[config.mk]
export PLATFORM = sky130hd
export DESIGN_NAME = bank_selector
export DESIGN_NICKNAME = d
export VERILOG_FILES = /design/src/rtl/bank_sel_pkg.sv /design/src/rtl/zc_qualify.sv /design/src/rtl/dead_timer.sv /design/src/rtl/bank_selector.sv
export SDC_FILE = /design/constraint.sdc
export NUM_CORES = 1
export LEC_CHECK = 0
export BUFFER_PORTS_ARGS = -buffer_cell sky130_fd_sc_hd__buf_2
export CAP_MARGIN = 20
export CORE_MARGIN = 4
export CORE_UTILIZATION = 40
export CTS_CLUSTER_DIAMETER = 60
export DETAILED_ROUTE_END_ITERATION = 10
export GPL_TIMING_DRIVEN = 0
export PLACE_DENSITY = 0.59
export SYNTH_ARGS = -nofsm -noshare
export SYNTH_HDL_FRONTEND = slang
export SYNTH_SLANG_ARGS = --single-unit
[constraint.sdc]
create_clock -name clk -period 2 [get_ports clk]
set_clock_uncertainty 0.1 [all_clocks]
set_input_delay 0.3 -clock clk [delete_from_list [all_inputs] [get_ports clk]]
set_output_delay 0.3 -clock clk [all_outputs]
set_load 0.03 [all_outputs]
[src/rtl/bank_sel_pkg.sv]
package bank_sel_pkg;
  typedef enum logic [2:0] {
    ST_IDLE = 3'd0,
    ST_FWD  = 3'd1,
    ST_REV  = 3'd2,
    ST_WAIT = 3'd3,
    ST_DEAD = 3'd4
  } sel_st_t;
endpackage

[src/rtl/zc_qualify.sv]
module zc_qualify #(
  parameter int STABLE = 4
) (
  input  logic clk,
  input  logic rst_n,
  input  logic raw,
  output logic qual
);
  localparam int CW = $clog2(STABLE + 1);
  localparam logic [CW-1:0] FULL = CW'(STABLE);

  logic [CW-1:0] run_q;

  always_ff @(posedge clk) begin
    if (!rst_n)        run_q <= '0;
    else if (!raw)     run_q <= '0;
    else if (run_q != FULL) run_q <= run_q + 1'b1;
  end

  assign qual = (run_q == FULL);

  // a low sample always withdraws qualification
  p_filter_drop_r6: assert property (@(posedge clk) disable iff (!rst_n)
    !raw |=> !qual);
endmodule

[src/rtl/dead_timer.sv]
module dead_timer #(
  parameter int DEAD = 8
) (
  input  logic clk,
  input  logic rst_n,
  input  logic run,
  output logic done
);
  localparam int CW = (DEAD > 1) ? $clog2(DEAD) : 1;
  localparam logic [CW-1:0] LAST = CW'(DEAD - 1);

  logic [CW-1:0] cnt_q;

  always_ff @(posedge clk) begin
    if (!rst_n || !run) cnt_q <= '0;
    else if (cnt_q != LAST) cnt_q <= cnt_q + 1'b1;
  end

  assign done = run && (cnt_q == LAST);

  // timer restarts from zero every time it is started
  p_fresh_start_r7: assert property (@(posedge clk) disable iff (!rst_n)
    !run |=> (cnt_q == '0));
endmodule

[src/rtl/bank_selector.sv]
module bank_selector
  import bank_sel_pkg::*;
#(
  parameter int ZC_STABLE = 4,
  parameter int DEAD_CYC  = 8
) (
  input  logic       clk,
  input  logic       rst_n,
  input  logic       dmd_valid,
  input  logic       dmd_neg,
  input  logic       izero_raw,
  output logic       fwd_en,
  output logic       rev_en,
  output logic [1:0] mode
);
  sel_st_t st_q, st_d;
  logic    tgt_rev_q, tgt_rev_d;
  logic    zq, dt_done;
  logic [1:0] stat_q;

  zc_qualify #(.STABLE(ZC_STABLE)) u_zq (
    .clk(clk), .rst_n(rst_n), .raw(izero_raw), .qual(zq)
  );

  dead_timer #(.DEAD(DEAD_CYC)) u_dt (
    .clk(clk), .rst_n(rst_n), .run(st_q == ST_DEAD), .done(dt_done)
  );

  always_comb begin
    st_d      = st_q;
    tgt_rev_d = tgt_rev_q;
    unique case (st_q)
      ST_IDLE: if (dmd_valid && zq) st_d = dmd_neg ? ST_REV : ST_FWD;
      ST_FWD:  if (dmd_valid && dmd_neg) begin
                 st_d = ST_WAIT; tgt_rev_d = 1'b1;
               end
      ST_REV:  if (dmd_valid && !dmd_neg) begin
                 st_d = ST_WAIT; tgt_rev_d = 1'b0;
               end
      ST_WAIT: if (zq) st_d = ST_DEAD;
      ST_DEAD: if (!zq) st_d = ST_WAIT;
               else if (dt_done) st_d = tgt_rev_q ? ST_REV : ST_FWD;
      default: st_d = ST_IDLE;
    endcase
  end

  always_ff @(posedge clk) begin
    if (!rst_n) begin
      st_q      <= ST_IDLE;
      tgt_rev_q <= 1'b0;
      stat_q    <= 2'b00;
    end else begin
      st_q      <= st_d;
      tgt_rev_q <= tgt_rev_d;
      stat_q    <= {st_d == ST_REV, st_d == ST_FWD};
    end
  end

  assign fwd_en = stat_q[0];
  assign rev_en = stat_q[1];
  assign mode   = stat_q;

  p_excl_r3: assert property (@(posedge clk) disable iff (!rst_n)
    !(fwd_en && rev_en));

  p_zero_gate_fwd_r2: assert property (@(posedge clk) disable iff (!rst_n)
    $rose(fwd_en) |-> $past(zq));

  p_zero_gate_rev_r2: assert property (@(posedge clk) disable iff (!rst_n)
    $rose(rev_en) |-> $past(zq));

  p_lock_first_r4: assert property (@(posedge clk) disable iff (!rst_n)
    (fwd_en && dmd_valid && dmd_neg) |=> !fwd_en);

  p_dead_before_r5: assert property (@(posedge clk) disable iff (!rst_n)
    (st_q == ST_WAIT) |=> !(fwd_en || rev_en));

  p_hold_r8: assert property (@(posedge clk) disable iff (!rst_n)
    (rev_en && !(dmd_valid && !dmd_neg)) |=> rev_en);
endmodule

==> run_results.csv, run 1 <==
group,metric,value,unit
status,outcome,"finished, final reports clean",
finish,layout.cells.non_filler,104,
synth,synth.avg_cell_area,8.66,um^2
place,placedCellCount,101,
clock_tree,cts_root_buf,"clkbuf_4",
critical_path,reg2reg_slack,0.09,ns
route,route.final.wire_length,1250,um
pwr,power.internal,362,uW
critical_path,reg2reg_depth,7,
route,vias,569,
critical_path,critPathMaxStageDelay,0.38,ns
pwr,irDropWorstVdd,0.384,mV
route,via_per_inst,5.47,
global_route,antenna_found_initial,0,
clock_tree,cts_setup_buffers,0,
clock_tree,clk_latency,0.26,ns
floorplan,die_area,0.00238,mm^2
sta,period_needed,1.91,ns
floorplan,num_rows,14,
synth,synth_top_family_by_area,"simple AND/OR/NAND/NOR gates",
synth,netlist.area_leader.share,36.0,%
place,pre_cts_slack,-0.00139,ns
synth,synth_edf_count,0,
pwr,p_leak,0.000359,uW
critical_path,crit_family,"simple AND/OR/NAND/NOR gates",
min_path,hold_end,"u_zq.run_q[1]",
pwr,p_seq_share,53.4,%
global_route,grt_max_degree,11,
min_path,whs_path_depth,3,
floorplan,die_w,48.8,um
finish,nets,98,
synth,synth_most_common_cell,"dfxtp_1",
global_route,grt_pass1_vias,552,
finish,multiInputGateArea,397,um^2
synth,synthMuxAreaShare,3.00,%
synth,synth_compound_area_share,16.1,%
synth,yosysSeqAreaShare,36.0,%
pwr,p_total,455,uW
place,place.detailed.hpwl,980,um
synth,yosys.cell_types.count,34,
finish,final-seq-area,243,um^2
critical_path,cp-start-kind,"register",
floorplan,io_pins,9,
route,drt_iter0_drc,9,
pwr,comb_power_share,5.3,%
route,wl_per_cell,12.0,um
sta,report.final.slew_viol_count,0,
finish,fillCellCount,153,
synth,synth_top_area_cell,"dfxtp_1",
clock_tree,htreeDepth,1,
synth,synthXorXnorAreaFrac,2.63,%
clock_tree,clock_sinks,12,
global_route,grt_pass1_wl,2260,um
synth,postSynthCellCount,77,
synth,syn_nets,86,
pwr,p_per_area,579,mW/mm^2
clock_tree,clockBufferDepth,2,
sta,setup_viol_count_final,0,
floorplan,die_h,48.8,um
sta,layout_setup_ws,0.0883,ns
synth,synth-async-reset-ratio,0,%
pwr,switchingPower,92.4,uW
critical_path,cp_cell_sequence,"inv_1 > ha_2 > and2_4 > buf_6 > or3_4 > a221oi_4 > and2_4",
global_route,overflow,0,
pwr,power_frac_clock,41.3,%
sta,hold_violations,0,
critical_path,rr_endpoint,"mode[0]",
floorplan,core_area,0.00154,mm^2
route,dr.pass1.iters,4,
synth,ys.flop_type,"dfxtp_1",
critical_path,required,2.11,ns
critical_path,cp_data_arrival_time,2.02,ns
synth,synth_seq_cells,12,
clock_tree,cts_tree,"built",
synth,synth_adder_area_share,7.50,%
critical_path,crit_top_cell,"and2_4",
critical_path,end_kind,"register",
synth,synth_area_leaders,"dfxtp_1 (36%), ha_1 (7.5%), nand2_1 (5.6%)",
place,gp_congestion,0.797,
min_path,min_from,"izero_raw",
min_path,hold_path_class,"primary input to register",
sta,slew_headroom,68.1,%
synth,synthSimpleGateAreaFrac,26.6,%
sta,worst_pin_slew,0.472,ns
synth,yosys_warnings,0,
clock_tree,clk_pin_slew_worst_paths,0.08,ns
critical_path,critPathSlowestCell,"or3_4",
finish,area_growth,17.8,%
sta,fmax,523,MHz
clock_tree,numCtsBuffers,3,
sta,grt_setup_unrepaired,"no",
synth,yosys-top-cells-count,"dfxtp_1 (12), nand2_1 (10), nor2_1 (9)",
sta,period_share,95.6,%
finish,drive_gt1_share,28.4,%
critical_path,critPathKind,"register to register",
route,drc,0,
place,port_buffers,8,
route,drtAntennaViolNets,0,
critical_path,critPathBufInv,2,
critical_path,r2r_start,"u_zq.run_q[0]",
pwr,swShare,20.3,%
critical_path,critPathMaxFanout,6,
clock_tree,postCtsHoldBufs,0,
synth,netlist_area,667,um^2
global_route,grt_usage,11.5,%
floorplan,start_util,43.3,%
finish,antenna_cells,0,
flow_run,drv_cap,0,
[cells in the final DEF (no fill, tap or decap)]
cell / Yosys / routed
a21boi_0: 2 / 2
inv_1: 5 / 5
xor2_1: 1 / 1
nor2_1: 9 / 9
ha_1: 4 / 2
a41o_1: 1 / 1
nor3_1: 2 / 2
clkbuf_8: 0 / 1
nand4b_1: 1 / 1
buf_4: 2 / 2
nor3b_1: 2 / 2
a221oi_4: 0 / 1
nand4_1: 1 / 1
o311ai_0: 1 / 1
clkbuf_4: 0 / 3
a21o_1: 1 / 1
buf_6: 1 / 1
a21oi_1: 1 / 1
xnor2_1: 1 / 1
o211a_1: 1 / 1
or4_1: 1 / 1
or3_4: 0 / 1
and3_2: 1 / 1
o21ai_0: 3 / 3
nand2_1: 10 / 10
and4_1: 1 / 1
a311o_1: 1 / 1
dfxtp_2: 0 / 2
buf_2: 1 / 9
dfxtp_1: 12 / 10
and2_4: 1 / 2
ha_2: 0 / 2
o2111a_1: 1 / 1
and3_1: 2 / 2
mux2i_1: 2 / 2
and3b_1: 1 / 1
[repair_timing]
item,CTS,global route
cloned,0,0
resized for setup,0,7
pin swaps,0,2
setup endpoints to repair,1,3
[state kept, by name (all words and copies together) (netlist names)]
name	count
tgt_rev_q	1
u_zq.run_q	3
st_q	3
mode	2
u_dt.cnt_q	3
[how the worst max path moves through the flow]
| stage | from | to | slack [ns] | cells after the start |
|---|---|---|---|---|
| after floorplan | u_dt.cnt_q[0] | mode[1] | 0.17 | 7 |
| final | u_zq.run_q[0] | mode[0] | 0.09 | 7 |
| after CTS | u_zq.run_q[0] | mode[0] | 0.01 | 7 |
| after detailed placement | u_dt.cnt_q[0] | mode[1] | -0.001 | 7 |
| after global placement | u_dt.cnt_q[0] | mode[1] | 0.02 | 7 |
| after global routing | u_zq.run_q[0] | mode[0] | 0.01 | 7 |
[per-stage QoR]
stage,TNS (ns),cell area [um^2],hold WS (ns),util (%)
2_1_floorplan,0,667,0.348,-
3_3_place_gp,0,727,0.366,47.2
3_5_place_dp,-0.00139,727,0.370,47.2
4_1_cts,0,759,0.211,49.3
5_1_grt,0,786,0.226,51.0
6_report,0,786,0.209,51.0
[worst register-to-register path, stage by stage, from the launching register on]
cell,delay (ns)
dfxtp_2,0.33
inv_1,0.05
ha_2,0.21
and2_4,0.16
buf_6,0.12
or3_4,0.38
a221oi_4,0.33
and2_4,0.19
[power groups by stage]
stage	combinational, uW	clock, uW	sequential (uW)
floorplan	13.4	0	248
global placement	22.7	0	248
detailed placement	23.2	0	248
CTS	23.3	197	243
global route	27.6	205	243
finish	24.0	188	243
[per-layer routing]
layer	wire length [um]	global-route usage [%]	part of all wire (%)	up-vias
li1	-	-	-	294
met1	591	14.3	47	260
met2	600	18.9	48	13
met3	40	2.14	3.2	2
met4	17	5.38	1.4	0
met5	0	0	0	-
[area by class of cell]
type	count	share of cell area, %
Buffer	4	3.98
Sequential cell	12	30.9
Tap cell	16	2.55
Inverter	5	2.39
Timing Repair Buffer	8	5.10
Multi-Input combinational cell	55	50.5
Clock buffer	4	4.62
[cells by family (layout without fill, tap and decap cells)]
family / count (synthesis) / in the layout
xor+xnor: 2 / 2
compound gates: 13 / 13
buf+inv: 10 / 21
flops: 12 / 12
fa+ha+maj: 4 / 4
mux: 2 / 2
simple gates: 34 / 34
No activity file was read; power rests on OpenSTA's default activity.
==> run 2, diff against run 1 <==
--- a/config.mk
+++ b/config.mk
@@ -5,14 +5,15 @@
 export SDC_FILE = /design/constraint.sdc
 export NUM_CORES = 1
 export LEC_CHECK = 0
+export ABC_AREA = 1
 export BUFFER_PORTS_ARGS = -buffer_cell sky130_fd_sc_hd__buf_2
 export CAP_MARGIN = 20
 export CORE_MARGIN = 4
-export CORE_UTILIZATION = 40
+export CORE_UTILIZATION = 33
 export CTS_CLUSTER_DIAMETER = 60
 export DETAILED_ROUTE_END_ITERATION = 10
 export GPL_TIMING_DRIVEN = 0
-export PLACE_DENSITY = 0.59
+export PLACE_DENSITY = 0.51
 export SYNTH_ARGS = -nofsm -noshare
 export SYNTH_HDL_FRONTEND = slang
 export SYNTH_SLANG_ARGS = --single-unit
==> run_results.csv, run 2 <==
group,metric,value,unit
status,outcome,"finished, final reports clean",
clock_tree,post_cts_resized,0,
global_route,grt_busiest_layer,"met2",
floorplan,io_pins,9,
floorplan,die_w,52.7,um
finish,antenna_cells,0,
finish,drive_gt1_share,25.7,%
finish,layout_commonest_cell,"nand2_1",
synth,synth.avg_cell_area,7.09,um^2
synth,yosys.cell_types.count,20,
global_route,grt_max_degree,8,
route,drtAntennaViolNets,0,
sta,report.final.slew_viol_count,0,
critical_path,critPathMaxStageDelay,0.33,ns
pwr,irDropWorstVdd,0.447,mV
min_path,min_from,"izero_raw",
finish,layout.cells.non_filler,130,
global_route,grt_pass1_wl,2490,um
global_route,grtUsageMet1,14.6,%
synth,netlist_area,659,um^2
critical_path,cp_cell_sequence,"ha_1 > ha_1 > buf_2 > nand4_1 > nand2_1 > nor3_1 > nand3_1 > nor2_1",
critical_path,critPathLaunch,"u_dt.cnt_q[0]",
critical_path,reg2reg_depth,8,
synth,postSynthCellCount,93,
sta,setup_viol_count_final,0,
synth,synth_top_area_cell,"dfxtp_1",
clock_tree,cts_tree,"built",
critical_path,crit_top_cell,"ha_1",
min_path,whs_path_depth,3,
finish,most-common-layout-cells,"nand2_1 (22), dfxtp_1 (12), nor2_1 (10)",
route,dr.pass1.iters,4,
sta,worst_pin_slew,0.322,ns
floorplan,core_area,0.00180,mm^2
floorplan,die_h,52.7,um
global_route,overflow,0,
sta,slew_headroom,78.3,%
finish,nets,115,
global_route,grt_pass1_vias,597,
finish,reg_top3,"st_q (3), u_dt.cnt_q (3), u_zq.run_q (3)",
route,vias,614,
synth,syn_nets,102,
clock_tree,clockBufferDepth,2,
critical_path,cp_data_arrival_time,1.68,ns
floorplan,die_area,0.00278,mm^2
clock_tree,cts_root_buf,"clkbuf_4",
sta,period_share,78.3,%
global_route,grt_usage,12.2,%
place,placed_area,731,um^2
place,place.detailed.hpwl,1030,um
route,route.final.wire_length,1300,um
sta,grt_setup_unrepaired,"no",
synth,synth-async-reset-ratio,0,%
route,drc,0,
sta,fmax,639,MHz
synth,synth_seq_cells,12,
synth,yosys_warnings,0,
critical_path,end_kind,"register",
critical_path,critPathKind,"register to register",
synth,ys.flop_type,"dfxtp_1",
clock_tree,clock_sinks,12,
synth,synth_most_common_cell,"nand2_1",
synth,yosysSeqAreaShare,36.4,%
sta,hold_violations,0,
finish,area_growth,16.3,%
min_path,hold_path_class,"primary input to register",
place,port_buffers,8,
global_route,grt_util_met2,20.2,%
sta,period_needed,1.57,ns
finish,fillCellCount,211,
route,drt_iter0_drc,4,
critical_path,critPathMaxFanout,7,
clock_tree,numCtsBuffers,3,
synth,synth_edf_count,0,
floorplan,num_rows,15,
flow_run,drv_cap,0,
sta,fin_hold_ws,0.170,ns
global_route,grt_use_met3,5.13,%
finish,final_util,42.6,%
clock_tree,clk_latency,0.27,ns
floorplan,start_util,36.6,%
sta,setup_tns,0,ns
place,gp_congestion,0.803,
clock_tree,clk_pin_slew_worst_paths,0.08,ns
pwr,p_leak,0.000395,uW
clock_tree,postCtsHoldBufs,0,
place,placedCellCount,126,
finish,final_area,767,um^2
pwr,p_per_area,764,mW/mm^2
synth,synth_area_leaders,"dfxtp_1 (36%), nand2_1 (13%), ha_1 (7.6%)",
critical_path,r2r_start,"u_dt.cnt_q[0]",
route,via_per_inst,4.72,
critical_path,cp-start-kind,"register",
global_route,antenna_found_initial,0,
route,wl_per_cell,10.0,um
critical_path,required,2.12,ns
synth,yosys-top-cells-count,"nand2_1 (22), dfxtp_1 (12), nor2_1 (10)",
synth,netlist.area_leader.share,36.4,%
critical_path,critPathSlowestCell,"dfxtp_1",
clock_tree,htreeDepth,1,
clock_tree,cts_setup_buffers,0,
==> run 2: cell types whose count changed after synthesis, moves of 2 or more <==
cell / change
nand2_1: +12
a21oi_1: +5
inv_1: +4
nand3_1: +4
inv_2: +3
nand2_2: +3
nor2_2: +3
a21boi_0: -2
and3_1: -2
mux2i_1: -2
nand3_2: +2
nor3b_1: -2
==> run 2: routing by layer <==
layer  wire length (um)  part of all wire [%]
met1                585                    45
met2                630                    48
met3                 73                   5.6
met4                 12                  0.92
met5                  0                     0
==> run 2: metrics by stage <==
step | setup slack, ns | total power [uW]
floorplan | 0.572 | 365
global placement | 0.452 | 396
detailed placement | 0.447 | 396
CTS | 0.423 | 599
global route | 0.253 | 629
finish | 0.435 | 586
==> run 2: layout make-up <==
class	count	area, um^2	area share [%]
multi-input cells	66	354	46.2
well taps	25	31.3	4.08
plain buffers	3	20.0	2.61
clock buffers	4	36.3	4.73
flip-flops and latches	12	240	31.3
repair buffers	8	40.0	5.22
inverters	12	45.0	5.87
==> run 2: worst paths after layout <==
kind	endpoint	slack [ns]
max	mode[0]	0.43
min	u_zq.run_q[2]	0.17
max reg2reg	mode[0]	0.43
min reg2reg	u_dt.cnt_q[2]	0.36
==> run 2: logic make-up (layout without fill, tap and decap cells) <==
group | count (synthesis) | after routing | share of synthesized area [%]
compound gates | 11 | 11 | 8.92
xor+xnor | 2 | 2 | 2.66
simple gates | 49 | 49 | 34.5
buf+inv | 15 | 27 | 9.87
fa+ha+maj | 4 | 4 | 7.59
flops | 12 | 12 | 36.4
==> run 2: critical path, delay by kind of cell, from the launching register on <==
kind                     cells  cell delay, ns
buffers and inverters        1            0.16
flip-flops                   1            0.33
AND/OR/NAND/NOR              5            0.54
adder cells (fa/ha/maj)      2            0.37
==> run 2: power breakdown <==
group	switching, uW	internal (uW)	total, uW
registers	12.9	252	265
logic	79.3	45.7	125
clock network	85.1	111	196
total	177	409	586
==> run 3, diff against run 2 <==
==> constraint.sdc (replaced) <==
create_clock -name clk -period 1.5 [get_ports clk]
set_clock_uncertainty 0.1 [all_clocks]
set_input_delay 0.225 -clock clk [delete_from_list [all_inputs] [get_ports clk]]
set_output_delay 0.225 -clock clk [all_outputs]
set_load 0.03 [all_outputs]
==> run_results.csv, run 3 (same netlist as run 2, synthesis figures left out) <==
group,metric,value,unit
floorplan,die_w,52.7,um
sta,worst_pin_slew,0.240,ns
global_route,antenna_found_initial,0,
finish,drive_gt1_share,38.7,%
global_route,overflow,0,
pwr,power.internal,551,uW
critical_path,r2r_start,"u_dt.cnt_q[0]",
critical_path,crit_end,"st_q[1]",
floorplan,core_area,0.00180,mm^2
finish,most-common-layout-cells,"nand2_1 (22), nor2_1 (8), buf_2 (8), dfxtp_1 (8)",
pwr,power_frac_clock,32.8,%
critical_path,critPathLaunch,"u_dt.cnt_q[0]",
global_route,grt_pass1_wl,2560,um
route,dr.pass1.iters,4,
global_route,grt_usage,12.5,%
critical_path,reg2reg_depth,7,
sta,fmax,713,MHz
pwr,p_total,795,uW
route,drc,0,
route,via_per_inst,4.85,
clock_tree,cts_tree,"built",
clock_tree,numCtsBuffers,3,
finish,nets,116,
pwr,p_leak,0.000400,uW
route,drt_iter0_drc,13,
floorplan,num_rows,15,
floorplan,die_area,0.00278,mm^2
sta,slew_headroom,84.0,%
pwr,swShare,30.7,%
pwr,switchingPower,244,uW
sta,hold_violations,0,
route,drtAntennaViolNets,0,
critical_path,critPathKind,"register to register",
flow_run,drv_cap,0,
route,vias,636,
sta,fin_hold_ws,0.0948,ns
finish,reg_top3,"st_q (3), u_dt.cnt_q (3), u_zq.run_q (3)",
pwr,p_per_area,964,mW/mm^2
sta,setup_viol_count_final,0,
route,wl_per_cell,10.5,um
floorplan,start_util,36.6,%
sta,period_needed,1.40,ns
floorplan,die_h,52.7,um
critical_path,cp_data_arrival_time,1.48,ns
floorplan,io_pins,9,
sta,report.final.slew_viol_count,0,
critical_path,reg2reg_slack,0.1,ns
status,outcome,"finished, final reports clean",
clock_tree,clk_pin_slew_worst_paths,0.08,ns
finish,fillCellCount,213,
finish,layout_commonest_cell,"nand2_1",
critical_path,rr_endpoint,"st_q[1]",
pwr,comb_power_share,22.5,%
critical_path,end_kind,"register",
pwr,irDropWorstVdd,0.601,mV
sta,grt_setup_unrepaired,"yes",
critical_path,cp-start-kind,"register",
critical_path,critPathMaxFanout,4,
sta,period_share,93.5,%
pwr,p_seq_share,44.6,%
clock_tree,clock_sinks,12,
clock_tree,clk_latency,0.27,ns
min_path,hold_path_class,"primary input to register",
place,gp_congestion,0.803,
clock_tree,cts_root_buf,"clkbuf_4",
route,route.final.wire_length,1370,um
clock_tree,htreeDepth,1,
clock_tree,postCtsHoldBufs,0,
critical_path,required,1.58,ns
sta,setup_tns,0,ns
finish,antenna_cells,0,
clock_tree,clockBufferDepth,2,
place,port_buffers,8,
global_route,grt_max_degree,8,
finish,area_growth,25.0,%
place,place.detailed.hpwl,1030,um
global_route,grt_pass1_vias,617,
## run 3: cell types whose count changed in the layout (fill, tap and decap cells not counted), moves of 2 or more
cell / previous run / this run
inv_2: 3 / 6
inv_1: 9 / 6
ha_4: 0 / 2
ha_1: 4 / 1
nor2_1: 10 / 8
buf_4: 2 / 4
o21ai_0: 4 / 2
nor2_2: 3 / 5
dfxtp_1: 12 / 8
o21ai_1: 0 / 2
dfxtp_2: 0 / 4
## run 3: layout make-up
type	instances	area, um^2	area share, %
Timing Repair Buffer	10	55.1	6.68
Inverter	12	45.0	5.46
Buffer	2	15.0	1.82
Tap cell	25	31.3	3.79
Sequential cell	12	245	29.7
Clock buffer	4	36.3	4.40
Multi-Input combinational cell	66	397	48.1
## run 3: what timing repair did
| action | in CTS | in global routing |
|---|---|---|
| resized for setup | 5 | 13 |
| endpoints found under the setup margin | 4 | 4 |
| setup buffers | 0 | 2 |
| gates cloned | 0 | 0 |
## run 3: how the worst min path moves through the flow
stage	startpoint	end	slack [ns]	cells after the start
detailed placement	u_dt.cnt_q[2]	u_dt.cnt_q[2]	0.36	2
finish	izero_raw	u_zq.run_q[2]	0.09	3
global placement	u_dt.cnt_q[2]	u_dt.cnt_q[2]	0.35	2
floorplan	rst_n	st_q[0]	0.26	2
CTS	izero_raw	u_zq.run_q[2]	0.08	3
global route	izero_raw	u_zq.run_q[2]	0.11	3
## run 3: worst max-delay path, stage by stage (launching register included)
cell	delay (ns)
dfxtp_2	0.33
ha_2	0.19
ha_4	0.17
nand4_1	0.10
nand2_1	0.10
nand3b_1	0.17
nand2_1	0.10
inv_1	0.04
## run 3: per-stage QoR
stage,cells,util [%],worst slack (ns),cell area (um^2)
2_1_floorplan,93,-,0.0720,659
3_3_place_gp,126,40.6,-0.0484,731
3_5_place_dp,126,40.6,-0.0530,731
4_1_cts,129,43.3,0.0156,781
5_1_grt,131,45.8,-0.00682,825
6_report,131,45.8,0.0970,825
## run 3: routing by layer
metal | part of all wire, % | wire, um | track usage (%) | vias to the layer above
met5 | 0 | 0 | 0 | -
met4 | 2.1 | 29 | 2.55 | 0
met3 | 5.7 | 78 | 5.13 | 6
met2 | 49 | 672 | 21.5 | 22
met1 | 43 | 592 | 14.3 | 285
li1 | - | - | - | 323
## run 3: power by group through the flow
stage | sequential, uW | clock [uW] | combinational, uW
2_1_floorplan | 372 | 0 | 114
3_3_place_gp | 362 | 0 | 166
3_5_place_dp | 361 | 0 | 167
4_1_cts | 354 | 277 | 170
5_1_grt | 358 | 291 | 203
6_report | 355 | 261 | 179
